### src/rtl/tem_pkg.sv
package tem_pkg;

  typedef enum logic [1:0] {
    ST_IDLE = 2'd0,
    ST_RUN  = 2'd1,
    ST_FIN  = 2'd2
  } winState_t;

  typedef struct packed {
    logic clearCounts;
    logic accumulate;
  } ctlStrobe_t;

endpackage

### src/rtl/tem_datapath.sv
module tem_datapath
  import tem_pkg::*;
#(
  parameter int CNT_W = 16
) (
  input  logic             clk,
  input  logic             rstN,
  input  ctlStrobe_t       strobes,
  input  logic [CNT_W-1:0] windowLen,
  input  logic             chainIn,
  output logic             launchOut,
  output logic             errFlag,
  output logic [CNT_W-1:0] errCount,
  output logic [CNT_W-1:0] cycleCount,
  output logic             windowZero,
  output logic             windowEnd
);

  localparam logic [CNT_W-1:0] ONE = CNT_W'(1);

  logic             launchQ;
  logic             sampleQ;
  logic             captureQ;
  logic [CNT_W-1:0] limitQ;
  logic [CNT_W-1:0] cycleQ;
  logic [CNT_W-1:0] errQ;
  logic [CNT_W-1:0] cycleNext;

  // launch register: toggles on every rising edge
  always_ff @(posedge clk or negedge rstN) begin
    if (!rstN) launchQ <= 1'b0;
    else       launchQ <= ~launchQ;
  end

  // sample register: opposite edge, half a period after launch
  always_ff @(negedge clk or negedge rstN) begin
    if (!rstN) sampleQ <= 1'b0;
    else       sampleQ <= chainIn;
  end

  // capture register: compare with the level still held by launchQ
  always_ff @(posedge clk or negedge rstN) begin
    if (!rstN) captureQ <= 1'b0;
    else       captureQ <= sampleQ ^ launchQ;
  end

  assign cycleNext = cycleQ + ONE;

  always_ff @(posedge clk or negedge rstN) begin
    if (!rstN) begin
      limitQ <= '0;
      cycleQ <= '0;
      errQ   <= '0;
    end else if (strobes.clearCounts) begin
      limitQ <= windowLen;
      cycleQ <= '0;
      errQ   <= '0;
    end else if (strobes.accumulate) begin
      cycleQ <= cycleNext;
      errQ   <= errQ + CNT_W'(captureQ);
    end
  end

  assign windowZero = (windowLen == '0);
  assign windowEnd  = (cycleNext == limitQ);
  assign launchOut  = launchQ;
  assign errFlag    = captureQ;
  assign errCount   = errQ;
  assign cycleCount = cycleQ;

endmodule

### src/rtl/tem_control.sv
module tem_control
  import tem_pkg::*;
(
  input  logic       clk,
  input  logic       rstN,
  input  logic       start,
  input  logic       windowZero,
  input  logic       windowEnd,
  output ctlStrobe_t strobes,
  output logic       done
);

  winState_t stateQ;
  winState_t stateD;

  always_comb begin
    strobes.clearCounts = start;
    strobes.accumulate  = (stateQ == ST_RUN) && !start;
    stateD = stateQ;
    if (start) begin
      stateD = windowZero ? ST_FIN : ST_RUN;
    end else if ((stateQ == ST_RUN) && windowEnd) begin
      stateD = ST_FIN;
    end
  end

  always_ff @(posedge clk or negedge rstN) begin
    if (!rstN) stateQ <= ST_IDLE;
    else       stateQ <= stateD;
  end

  assign done = (stateQ == ST_FIN);

endmodule

### src/rtl/timing_err_monitor.sv
module timing_err_monitor
  import tem_pkg::*;
#(
  parameter int CNT_W = 16
) (
  input  logic             clk,
  input  logic             rstN,
  input  logic             start,
  input  logic [CNT_W-1:0] windowLen,
  input  logic             chainIn,
  output logic             launchOut,
  output logic             errFlag,
  output logic [CNT_W-1:0] errCount,
  output logic [CNT_W-1:0] cycleCount,
  output logic             done
);

  ctlStrobe_t strobes;
  logic       windowZero;
  logic       windowEnd;

  tem_control ctl_i (
    .clk        (clk),
    .rstN       (rstN),
    .start      (start),
    .windowZero (windowZero),
    .windowEnd  (windowEnd),
    .strobes    (strobes),
    .done       (done)
  );

  tem_datapath #(.CNT_W(CNT_W)) dp_i (
    .clk        (clk),
    .rstN       (rstN),
    .strobes    (strobes),
    .windowLen  (windowLen),
    .chainIn    (chainIn),
    .launchOut  (launchOut),
    .errFlag    (errFlag),
    .errCount   (errCount),
    .cycleCount (cycleCount),
    .windowZero (windowZero),
    .windowEnd  (windowEnd)
  );

endmodule

### config.mk
export PLATFORM = sky130hd
export DESIGN_NAME = timing_err_monitor
export DESIGN_NICKNAME = d
export VERILOG_FILES = /design/src/rtl/tem_pkg.sv /design/src/rtl/tem_datapath.sv /design/src/rtl/tem_control.sv /design/src/rtl/timing_err_monitor.sv
export SDC_FILE = /design/constraint.sdc
export NUM_CORES = 1
export LEC_CHECK = 0
export BUFFER_PORTS_ARGS = -buffer_cell sky130_fd_sc_hd__buf_4
export CORE_AREA = 2 2 93 95
export DETAILED_ROUTE_END_ITERATION = 16
export DIE_AREA = 0 0 95 97
export PLACE_DENSITY = 0.62
export SLEW_MARGIN = 20
export SYNTH_ARGS = -nofsm -noshare
export SYNTH_HDL_FRONTEND = slang
export SYNTH_SLANG_ARGS = --single-unit
### constraint.sdc
create_clock -name clk -period 3.24 [get_ports clk]
set_clock_uncertainty 0.05 [all_clocks]
set_input_delay 0.162 -clock clk [delete_from_list [all_inputs] [get_ports clk]]
set_output_delay 0.162 -clock clk [all_outputs]
set_load 0.03 [all_outputs]
==> flow_metrics.env, run 1 <==
export IMPL_status="finished clean"
export IMPL_cts_root_buf="clkbuf_8"
export IMPL_slew_headroom_pct=55.8
export IMPL_antenna_left=0
export IMPL_io_buffers=54
export IMPL_cts_repair_resize_count=0
export IMPL_ys_ff_latch=53
export IMPL_clkTransAtPathRegs_ns=0.10
export IMPL_rr_worst_depth=7
export IMPL_timing_fmax_ghz=0.412
export IMPL_routabilityCongestion=0.892
export IMPL_synth_top_area_cell="dfrtp_1"
export IMPL_cts_sinks=53
export IMPL_postCtsHoldBufs=1
export IMPL_dr_wl_met3_um=275
export IMPL_grt_pass1_wl_um=10900
export IMPL_maxSlewViolCount=0
export IMPL_rrSetupSlack_ns=0.81
export IMPL_fp_dieH_um=97
export IMPL_worstPathMaxFanout=7
export IMPL_cp_required_ns=3.37
export IMPL_crit_type="reg -> reg"
export IMPL_nFillCells=782
export IMPL_crit_end="ctl_i.stateQ[0]"
export IMPL_drv_cap=0
export IMPL_ios=55
export IMPL_start_util_pct=35.2
export IMPL_num_vias=2262
export IMPL_rows=33
export IMPL_synth_distinct_cells=45
export IMPL_area_growth_pct=20.6
export IMPL_start_kind="flip-flop"
export IMPL_wl_um=6390
export IMPL_crit_path_start="dp_i.cycleCount[0]"
export IMPL_post_drt_wl_per_cell_um=14.5
export IMPL_vias_per_cell=5.14
export IMPL_fin_crit_sh_pct=75.0
export IMPL_drt_initial_drc_count=238
export IMPL_clk_latency_ns=0.31
export IMPL_track_usage_pct=14.8
export IMPL_cts_htree_levels=2
export IMPL_async_reset_ff_share_pct=100
export IMPL_p_leak_uw=0.00146
export IMPL_tightest_slew_ns=0.663
export IMPL_synth_area_um2=2860
export IMPL_dieArea_um2=9220
export IMPL_placed_cells=431
export IMPL_netlist_area_leader_share_pct=45.5
export IMPL_max_vdd_ir_drop_v=0.000226
export IMPL_drive_gt1_share_pct=26.0
export IMPL_cts_path_max_buffers=2
export IMPL_yosys_top_cells_area="dfrtp_1 45%, mux2_2 6.3%, xnor2_1 6.1%"
export IMPL_endpoint_kind="flip-flop"
export IMPL_avgSynthCellArea_um2=10.1
export IMPL_antenna_found_initial=0
export IMPL_reg2reg_to="ctl_i.stateQ[0]"
export IMPL_fin_tns_setup_ns=0
export IMPL_syn_nets=306
export IMPL_grt_max_degree=53
export IMPL_final_nets=357
export IMPL_first_pass_iters=5
export IMPL_synth_edf_count=0
export IMPL_post_cts_buffers=0
export IMPL_hp_class="in -> reg"
export IMPL_power_per_cell_area_nw_per_um2=387
export IMPL_setup_viol=0
export IMPL_core_um2=8130
export IMPL_stdcell_count=440
export IMPL_met2_length_um=2840
export IMPL_grt_overflow_total=0
export IMPL_dp_hpwl_um=4630
export IMPL_seq_area_frac_synth_pct=46.3
export IMPL_drc=0
export IMPL_num_antenna_cells=0
export IMPL_min_period_ns=2.43
export IMPL_rsz0062_at_grt="no"
export IMPL_cts_tree="built"
export IMPL_grt_pass1_vias=2158
export IMPL_chipWidth_um=95
export IMPL_syn_inst=283
export IMPL_arrival_ns=2.56
export IMPL_synth_flop_cell="dfrtp_1"
export IMPL_wl_met1_um=3170
export IMPL_routed_top_layer="met4"
export IMPL_numCtsBuffers=5
export IMPL_yosys_warnings=0
export IMPL_r2r_start="dp_i.cycleCount[0]"
export IMPL_hold_violations=0
through the flow:
| stage | instance area (µm²) | util, % | worst slack, ns | hold WS, ns | power [µW] |
|---|---|---|---|---|---|
| floorplan | 2860 | - | 0.886 | -0.184 | 817 |
| global placement | 3330 | 40.9 | 0.925 | 0.323 | 883 |
| detailed placement | 3330 | 40.9 | 0.856 | 0.331 | 885 |
| CTS | 3450 | 42.4 | 0.823 | 0.0289 | 1350 |
| global route | 3450 | 42.4 | 0.593 | 0.0263 | 1400 |
| finish | 3450 | 42.4 | 0.810 | 0.0394 | 1330 |
layer usage:
layer	GRT usage [%]	up-vias
met5	0	-
met4	4.35	0
met3	3.19	9
met2	21.9	60
met1	21.6	1082
li1	-	1111
how the worst min path moves through the flow:
stage	depth (start not counted)	start	slack (ns)	end
finish	2	windowLen[1]	0.04	dp_i.limitQ[1]
global placement	2	rstN	0.32	dp_i.limitQ[15]
global route	2	windowLen[3]	0.03	dp_i.limitQ[3]
floorplan	0	rstN	-0.18	ctl_i.stateQ[0]
detailed placement	2	rstN	0.33	dp_i.limitQ[15]
CTS	2	windowLen[1]	0.03	dp_i.limitQ[1]
power by group:
| part | internal, µW | total [µW] | switching [µW] |
|---|---|---|---|
| registers | 688 | 718 | 29.4 |
| logic | 74.4 | 152 | 77.8 |
| clock network | 232 | 465 | 232 |
| total | 995 | 1330 | 340 |
cells in the mapped netlist, types with 2 or more instances:
cell type and count:
nor2_1 28, mux2_2 16, nand2b_1 2, buf_4 2
nor4_1 4, nand3_1 15, nand2_1 18, ha_1 3
and4_1 4, xnor2_1 20, buf_6 4, nor4b_1 2
o21ai_0 12, nand4_1 9, dfrtp_1 52, nor2b_1 3
a31oi_1 2, nor3_1 5, clkbuf_1 6, xor2_1 19
inv_1 4, o21a_1 2, o211ai_1 2, a21oi_1 13
or4_1 4, and2_1 3, or3_1 11
flip-flops by register name (all words and copies together), names as in the netlist:
register         flops
dp_i.cycleCount     16
dp_i.sampleQ         1
dp_i.errCount       16
dp_i.launchOut       1
dp_i.limitQ         16
dp_i.errFlag         1
ctl_i.stateQ         2
placed cells by master (no fill, tap or decap), types with 2 or more instances in the layout:
cell and n:
buf_4 56, dfrtp_1 52, nor2_1 28, xnor2_1 20
xor2_1 19, nand2_1 18, mux2_2 16, nand3_1 15
a21oi_1 13, o21ai_0 12, or3_1 11, nand4_1 9
nor3_1 5, clkbuf_8 5, inv_1 4, nor4_1 4
or4_1 4, and4_1 4, nor2b_1 3, and2_1 3
ha_1 3, nand2b_1 2, a31oi_1 2, o21a_1 2
nor4b_1 2, o211ai_1 2
cell families (layout without fill, tap and decap cells):
kind of cell,Yosys count,count (layout),synth area share [%]
and+or+nand+nor,117,117,22.3
DFF,53,53,46.3
xor gates and xnor gates,39,39,11.9
AOI/OAI and AO/OA,38,38,8.22
buffers and inverters,17,69,3.54
muxes,16,16,6.30
adders and majority gates,3,3,1.31
area by class of cell:
class	instances	area, µm²	share of cell area [%]
multi-input combinational	213	1430	41.6
sequential	53	1330	38.4
timing repair buffer	57	430	12.5
tap	105	131	3.81
clock buffer	5	68.8	1.99
clock inverter	3	43.8	1.27
inverter	4	15.0	0.435
worst max-delay path, stage by stage (launching register included):
cell	delay [ns]
dfrtp_1	0.49
ha_1	0.33
nand3_1	0.24
o21a_1	0.26
or4_1	0.47
a32oi_1	0.18
and4_1	0.25
nor3_1	0.06
No activity file was read; power rests on OpenSTA's default activity.
==> inputs of run 2 (changes only) <==
--- a/config.mk
+++ b/config.mk
@@ -5,6 +5,7 @@
 export SDC_FILE = /design/constraint.sdc
 export NUM_CORES = 1
 export LEC_CHECK = 0
+export ABC_AREA = 1
 export BUFFER_PORTS_ARGS = -buffer_cell sky130_fd_sc_hd__buf_4
 export CORE_AREA = 2 2 93 95
 export DETAILED_ROUTE_END_ITERATION = 16
==> constraint.sdc (replaced) <==
create_clock -name clk -period 2.4 [get_ports clk]
set_clock_uncertainty 0.05 [all_clocks]
set_input_delay 0.12 -clock clk [delete_from_list [all_inputs] [get_ports clk]]
set_output_delay 0.12 -clock clk [all_outputs]
set_load 0.03 [all_outputs]
==> run 2 against run 1 <==
Critical path depth up 7. Largest power group unchanged. Clock-buffer cell count unchanged. Critical endpoint is now ctl_i.stateQ[1]. Hold slack worse by 0.031 ns. Combinational power up 53%. Power up 36%. Maximum frequency up 17%. Sequential power up 33%.
==> flow_metrics.env, run 2 <==
export IMPL_clk_latency_ns=0.31
export IMPL_final_common_cell="nand2_1"
export IMPL_final_nets=465
export IMPL_cts_root_buf="clkbuf_8"
export IMPL_num_antenna_cells=0
export IMPL_grt_pass1_vias=2578
export IMPL_grt_overflow_total=0
export IMPL_rsz0062_at_grt="no"
export IMPL_tightest_slew_ns=0.675
export IMPL_slowest_stage="dfrtp_1"
export IMPL_synth_area_um2=2880
export IMPL_core_um2=8130
export IMPL_setup_viol=0
export IMPL_maxSlewViolCount=0
export IMPL_min_period_ns=2.07
export IMPL_yosys_top_cells_area="dfrtp_1 45%, nand2_1 14%, nand3_1 6.1%"
export IMPL_cts_htree_levels=2
export IMPL_fin_crit_sh_pct=86.3
export IMPL_fin_tns_setup_ns=0
export IMPL_crit_path_frequent_cell="nand2_1"
export IMPL_antenna_left=0
export IMPL_grt_pass1_wl_um=12000
export IMPL_antenna_found_initial=0
export IMPL_arrival_ns=2.23
export IMPL_post_drt_wl_per_cell_um=13.3
export IMPL_grt_max_degree=53
export IMPL_synth_flop_cell="dfrtp_1"
export IMPL_first_pass_iters=4
export IMPL_cts_path_max_buffers=2
export IMPL_syn_inst=369
export IMPL_netlist_area_leader_share_pct=45.3
export IMPL_rows=33
export IMPL_worstPathMaxFanout=7
export IMPL_multi_input_area_um2=1350
export IMPL_seq_area_frac_synth_pct=46.1
export IMPL_clkTransAtPathRegs_ns=0.10
export IMPL_drt_initial_drc_count=92
export IMPL_async_reset_ff_share_pct=100
export IMPL_ff_latch_area_um2=1330
export IMPL_endpoint_kind="flip-flop"
export IMPL_cts_tree="built"
export IMPL_stdcell_count=548
export IMPL_synth_top_area_cell="dfrtp_1"
export IMPL_track_usage_pct=16.5
export IMPL_nFillCells=817
export IMPL_avgSynthCellArea_um2=7.79
export IMPL_hold_start="windowLen[2]"
export IMPL_status="finished clean"
export IMPL_cp_slowest_stage_delay_ns=0.45
export IMPL_syn_nets=392
export IMPL_cp_required_ns=2.56
export IMPL_yosysMostFrequentCell="nand2_1"
export IMPL_fp_dieH_um=97
export IMPL_num_vias=2669
export IMPL_hold_violations=0
export IMPL_start_util_pct=35.3
export IMPL_io_buffers=54
export IMPL_max_vdd_ir_drop_v=0.000343
export IMPL_vias_per_cell=4.87
export IMPL_timing_fmax_ghz=0.483
export IMPL_placed_cells=524
export IMPL_crit_type="reg -> reg"
export IMPL_routabilityCongestion=0.827
export IMPL_power_per_cell_area_nw_per_um2=493
export IMPL_dieArea_um2=9220
export IMPL_crit_path_start="dp_i.cycleCount[0]"
export IMPL_dp_hpwl_um=5380
export IMPL_synth_distinct_cells=32
export IMPL_synth_edf_count=0
export IMPL_drc=0
export IMPL_numCtsBuffers=5
export IMPL_cts_sinks=53
export IMPL_ys_ff_latch=53
export IMPL_drv_cap=0
export IMPL_drive_gt1_share_pct=18.7
export IMPL_final_cell_mix="105 x nand2_1, 58 x buf_4, 52 x dfrtp_1, 43 x inv_1, 35 x nand3_1"
export IMPL_area_growth_pct=27.9
export IMPL_start_kind="flip-flop"
export IMPL_post_cts_buffers=0
export IMPL_wl_um=7300
export IMPL_hp_class="in -> reg"
export IMPL_ys_top_cells_by_count="105 x nand2_1, 52 x dfrtp_1, 43 x inv_1"
export IMPL_p_leak_uw=0.00176
export IMPL_chipWidth_um=95
export IMPL_r2r_start="dp_i.cycleCount[0]"
export IMPL_yosys_warnings=0
export IMPL_slew_headroom_pct=55.0
export IMPL_ios=55
export IMPL_rrSetupSlack_ns=0.33
export IMPL_cp_cell_sequence="ha_1 > nand2_2 > nor2_4 > nand2_1 > nand2_1 > nand2_1 > nand2_1 > nand2_1 > nor2_1 > nand3_1 > nor2_2 > nand2_2 > nand3_1 > nand2_1"
run 2: cell count changes in the layout (fill, tap and decap cells not counted), sizes merged, moves of 15 or more:
cell,change
o21ai,+17
nand2,+91
dlygate4sd3,+15
nand3,+21
inv,+38
mux2,-16
xnor2,-20
run 2: metrics by stage:
stage               hold WS, ns  cell area [µm²]  worst slack, ns  util (%)  power, µW
finish                  0.00838             3680            0.329      45.2       1810
global route            0.00595             3680            0.143      45.2       1910
CTS                     0.00244             3680            0.305      45.2       1840
detailed placement        0.289             3400            0.327      41.8       1190
global placement          0.285             3400            0.393      41.8       1180
floorplan                -0.226             2880            0.436         -       1090
run 2: worst paths after layout:
path / end / cells past startpoint
setup / recovery: ctl_i.stateQ[1] / 14
hold / removal: dp_i.limitQ[2] / 3
setup reg to reg: ctl_i.stateQ[1] / 14
hold reg to reg: dp_i.errCount[15] / 1
max in group asynchronous: dp_i.sampleQ / 2
min in group asynchronous: dp_i.cycleCount[7] / 3
run 2: cell families after synthesis:
kind of cell               share of synthesized area [%]
AOI/OAI and AO/OA                                   10.2
xor gates and xnor gates                            3.09
adders and majority gates                           1.31
buffers and inverters                               7.01
DFF                                                 46.1
and+or+nand+nor                                     32.2
run 2: cell type report:
class | count | share of cell area, %
Clock buffer | 5 | 1.87
Sequential cell | 53 | 36.1
Tap cell | 105 | 3.57
Inverter | 43 | 4.39
Clock inverter | 3 | 1.26
Timing Repair Buffer | 74 | 16.2
Multi-Input combinational cell | 265 | 36.6
run 2: metal layers:
layer	GRT usage, %	vias to the layer above	routed length, µm
met5	0	-	0
met4	4.01	0	65
met3	3.50	7	422
met2	26.5	71	3360
met1	22.5	1232	3450
li1	-	1359	-
run 2: worst max-delay path: cells and delay by family (launching register included):
kind | cells | cell delay [ns]
flops | 1 | 0.45
simple gates | 13 | 1.23
fa+ha+maj | 1 | 0.26
run 2: what timing repair did:
action	in CTS	in global routing
hold buffers	16	0
hold endpoints to repair	67	0
gates resized for setup	0	0
run 2: report_power, final:
| part | internal (µW) | switching, µW | leakage (µW) |
|---|---|---|---|
| Clock | 313 | 313 | 0.0000543 |
| Combinational | 94.1 | 139 | 0.00101 |
| Sequential | 927 | 26.5 | 0.000695 |
==> inputs of run 3 (changes only) <==
--- a/config.mk
+++ b/config.mk
@@ -5,7 +5,6 @@
 export SDC_FILE = /design/constraint.sdc
 export NUM_CORES = 1
 export LEC_CHECK = 0
-export ABC_AREA = 1
 export BUFFER_PORTS_ARGS = -buffer_cell sky130_fd_sc_hd__buf_4
 export CORE_AREA = 2 2 93 95
 export DETAILED_ROUTE_END_ITERATION = 16
==> run 3 against run 2 <==
Register-to-register slack got worse by 0.15 ns. Largest power group unchanged. Routed wire length fell by 11%. Critical path depth fell by 7. First-iteration DRC count rose by 64%. Power fell by 7.1%. Hold slack improved by 0.0034 ns. Critical path type unchanged. Highest routed layer unchanged. Largest cell class unchanged. Die area did not move. Maximum frequency fell by 6.7%. Cell area fell by 2.9%.
==> flow_metrics.env, run 3 (synthesis gave the netlist of run 1 again) <==
export IMPL_status="finished clean"
export IMPL_final_common_cell="buf_4"
export IMPL_rrSetupSlack_ns=0.18
export IMPL_dieArea_um2=9220
export IMPL_cts_path_max_buffers=2
export IMPL_place_ws_ns=0.224
export IMPL_worstPathMaxFanout=7
export IMPL_postCtsHoldBufs=6
export IMPL_cts_tree="built"
export IMPL_cts_root_buf="clkbuf_8"
export IMPL_first_pass_iters=4
export IMPL_post_drt_wl_per_cell_um=14.2
export IMPL_min_period_ns=2.22
export IMPL_final_nets=374
export IMPL_rsz0062_at_grt="no"
export IMPL_area_growth_pct=24.7
export IMPL_clkTransAtPathRegs_ns=0.09
export IMPL_cts_repair_resize_count=0
export IMPL_fp_dieH_um=97
export IMPL_start_util_pct=35.2
export IMPL_dpl_cell_area_um2=3390
export IMPL_cts_sinks=53
export IMPL_reg2reg_to="ctl_i.stateQ[0]"
export IMPL_routabilityCongestion=0.879
export IMPL_ios=55
export IMPL_r2r_start="dp_i.cycleCount[1]"
export IMPL_power_per_cell_area_nw_per_um2=471
export IMPL_io_buffers=54
export IMPL_maxSlewViolCount=0
export IMPL_cp_cell_sequence="ha_1 > nand3_1 > o21a_1 > or4_1 > a32oi_1 > and4_1 > nor3_1"
export IMPL_cp_required_ns=2.53
export IMPL_fin_tns_setup_ns=0
export IMPL_design_area_um2=3570
export IMPL_max_vdd_ir_drop_v=0.000234
export IMPL_grt_max_degree=53
export IMPL_fin_ws_ns=0.180
export IMPL_clk_latency_ns=0.30
export IMPL_slowest_stage="or4_1"
export IMPL_num_vias=2323
export IMPL_final_util_pct=43.9
export IMPL_path_delay_family="simple AND/OR/NAND/NOR gates"
export IMPL_p_total_uw=1680
export IMPL_num_antenna_cells=0
export IMPL_antenna_left=0
export IMPL_core_um2=8130
export IMPL_min_to="dp_i.limitQ[7]"
export IMPL_tightest_slew_ns=0.658
export IMPL_power_frac_seq_pct=57.3
export IMPL_slew_headroom_pct=56.1
export IMPL_fin_crit_sh_pct=92.5
export IMPL_chipWidth_um=95
export IMPL_holdPathStages=2
export IMPL_p_int_uw=1250
export IMPL_setup_viol=0
export IMPL_wl_um=6500
export IMPL_switching_share_pct=25.6
export IMPL_rows=33
export IMPL_p_leak_uw=0.00153
export IMPL_combPwrFrac_pct=13.5
export IMPL_start_kind="flip-flop"
export IMPL_hold_start="windowLen[7]"
export IMPL_post_cts_buffers=0
export IMPL_cp_buffers_inverters=0
export IMPL_numCtsBuffers=5
export IMPL_cts_htree_levels=2
export IMPL_worst_path_stages=7
export IMPL_cp_slowest_stage_delay_ns=0.47
export IMPL_endpoint_kind="flip-flop"
export IMPL_track_usage_pct=14.8
export IMPL_hold_violations=0
export IMPL_drv_cap=0
export IMPL_grt_overflow_total=0
export IMPL_drt_initial_drc_count=151
export IMPL_timing_fmax_ghz=0.450
export IMPL_drive_gt1_share_pct=26.7
export IMPL_grt_pass1_wl_um=11000
export IMPL_antenna_found_initial=0
export IMPL_drc=0
export IMPL_grt_pass1_vias=2173
export IMPL_switchingPower_uw=432
export IMPL_rr_worst_depth=7
export IMPL_final_cell_mix="65 x buf_4, 52 x dfrtp_1, 28 x nor2_1, 20 x xnor2_1, 19 x xor2_1"
export IMPL_dp_hpwl_um=4850
export IMPL_arrival_ns=2.35
export IMPL_crit_type="reg -> reg"
export IMPL_hp_class="in -> reg"
export IMPL_vias_per_cell=5.08
export IMPL_clock_power_share_pct=29.2
-- run 3: routing by layer --
| metal | wire length (µm) | global-route usage, % | share of wire, % | up-vias |
|---|---|---|---|---|
| met5 | 0 | 0 | 0 | - |
| met3 | 309 | 3.58 | 4.8 | 6 |
| met4 | 79 | 3.90 | 1.2 | 0 |
| met1 | 3180 | 22.1 | 49 | 1122 |
| li1 | - | - | - | 1137 |
| met2 | 2940 | 21.3 | 45 | 58 |
-- run 3: how the worst max path moves through the flow --
stage | startpoint | to | slack [ns]
2_1_floorplan | dp_i.cycleCount[0] | ctl_i.stateQ[0] | 0.05
3_3_place_gp | dp_i.cycleCount[1] | ctl_i.stateQ[0] | 0.26
3_5_place_dp | dp_i.cycleCount[1] | ctl_i.stateQ[0] | 0.22
4_1_cts | dp_i.cycleCount[1] | ctl_i.stateQ[0] | 0.20
5_1_grt | dp_i.cycleCount[1] | ctl_i.stateQ[0] | 0.02
6_report | dp_i.cycleCount[1] | ctl_i.stateQ[0] | 0.18
-- run 3: power by group through the flow --
stage / registers (µW) / clock network [µW] / logic, µW
global placement: 981 / 0 / 216
detailed placement: 983 / 0 / 218
finish: 964 / 492 / 227
floorplan: 990 / 0 / 114
global route: 970 / 550 / 252
CTS: 965 / 518 / 227
-- run 3: layout make-up --
cell class	instances	area [µm²]
fillers	770	4560
multi-input cells	213	1430
flip-flops and latches	53	1330
repair buffers	74	578
well taps	105	131
clock buffers	7	76.3
inverters	4	15.0
clock inverters	1	8.76
-- run 3: per-stage QoR --
step                std cells  hold WS [ns]
floorplan                 283        -0.226
global placement          440         0.278
detailed placement        440         0.283
CTS                       454     0.0000211
global route              457       0.00152
finish                    457        0.0118
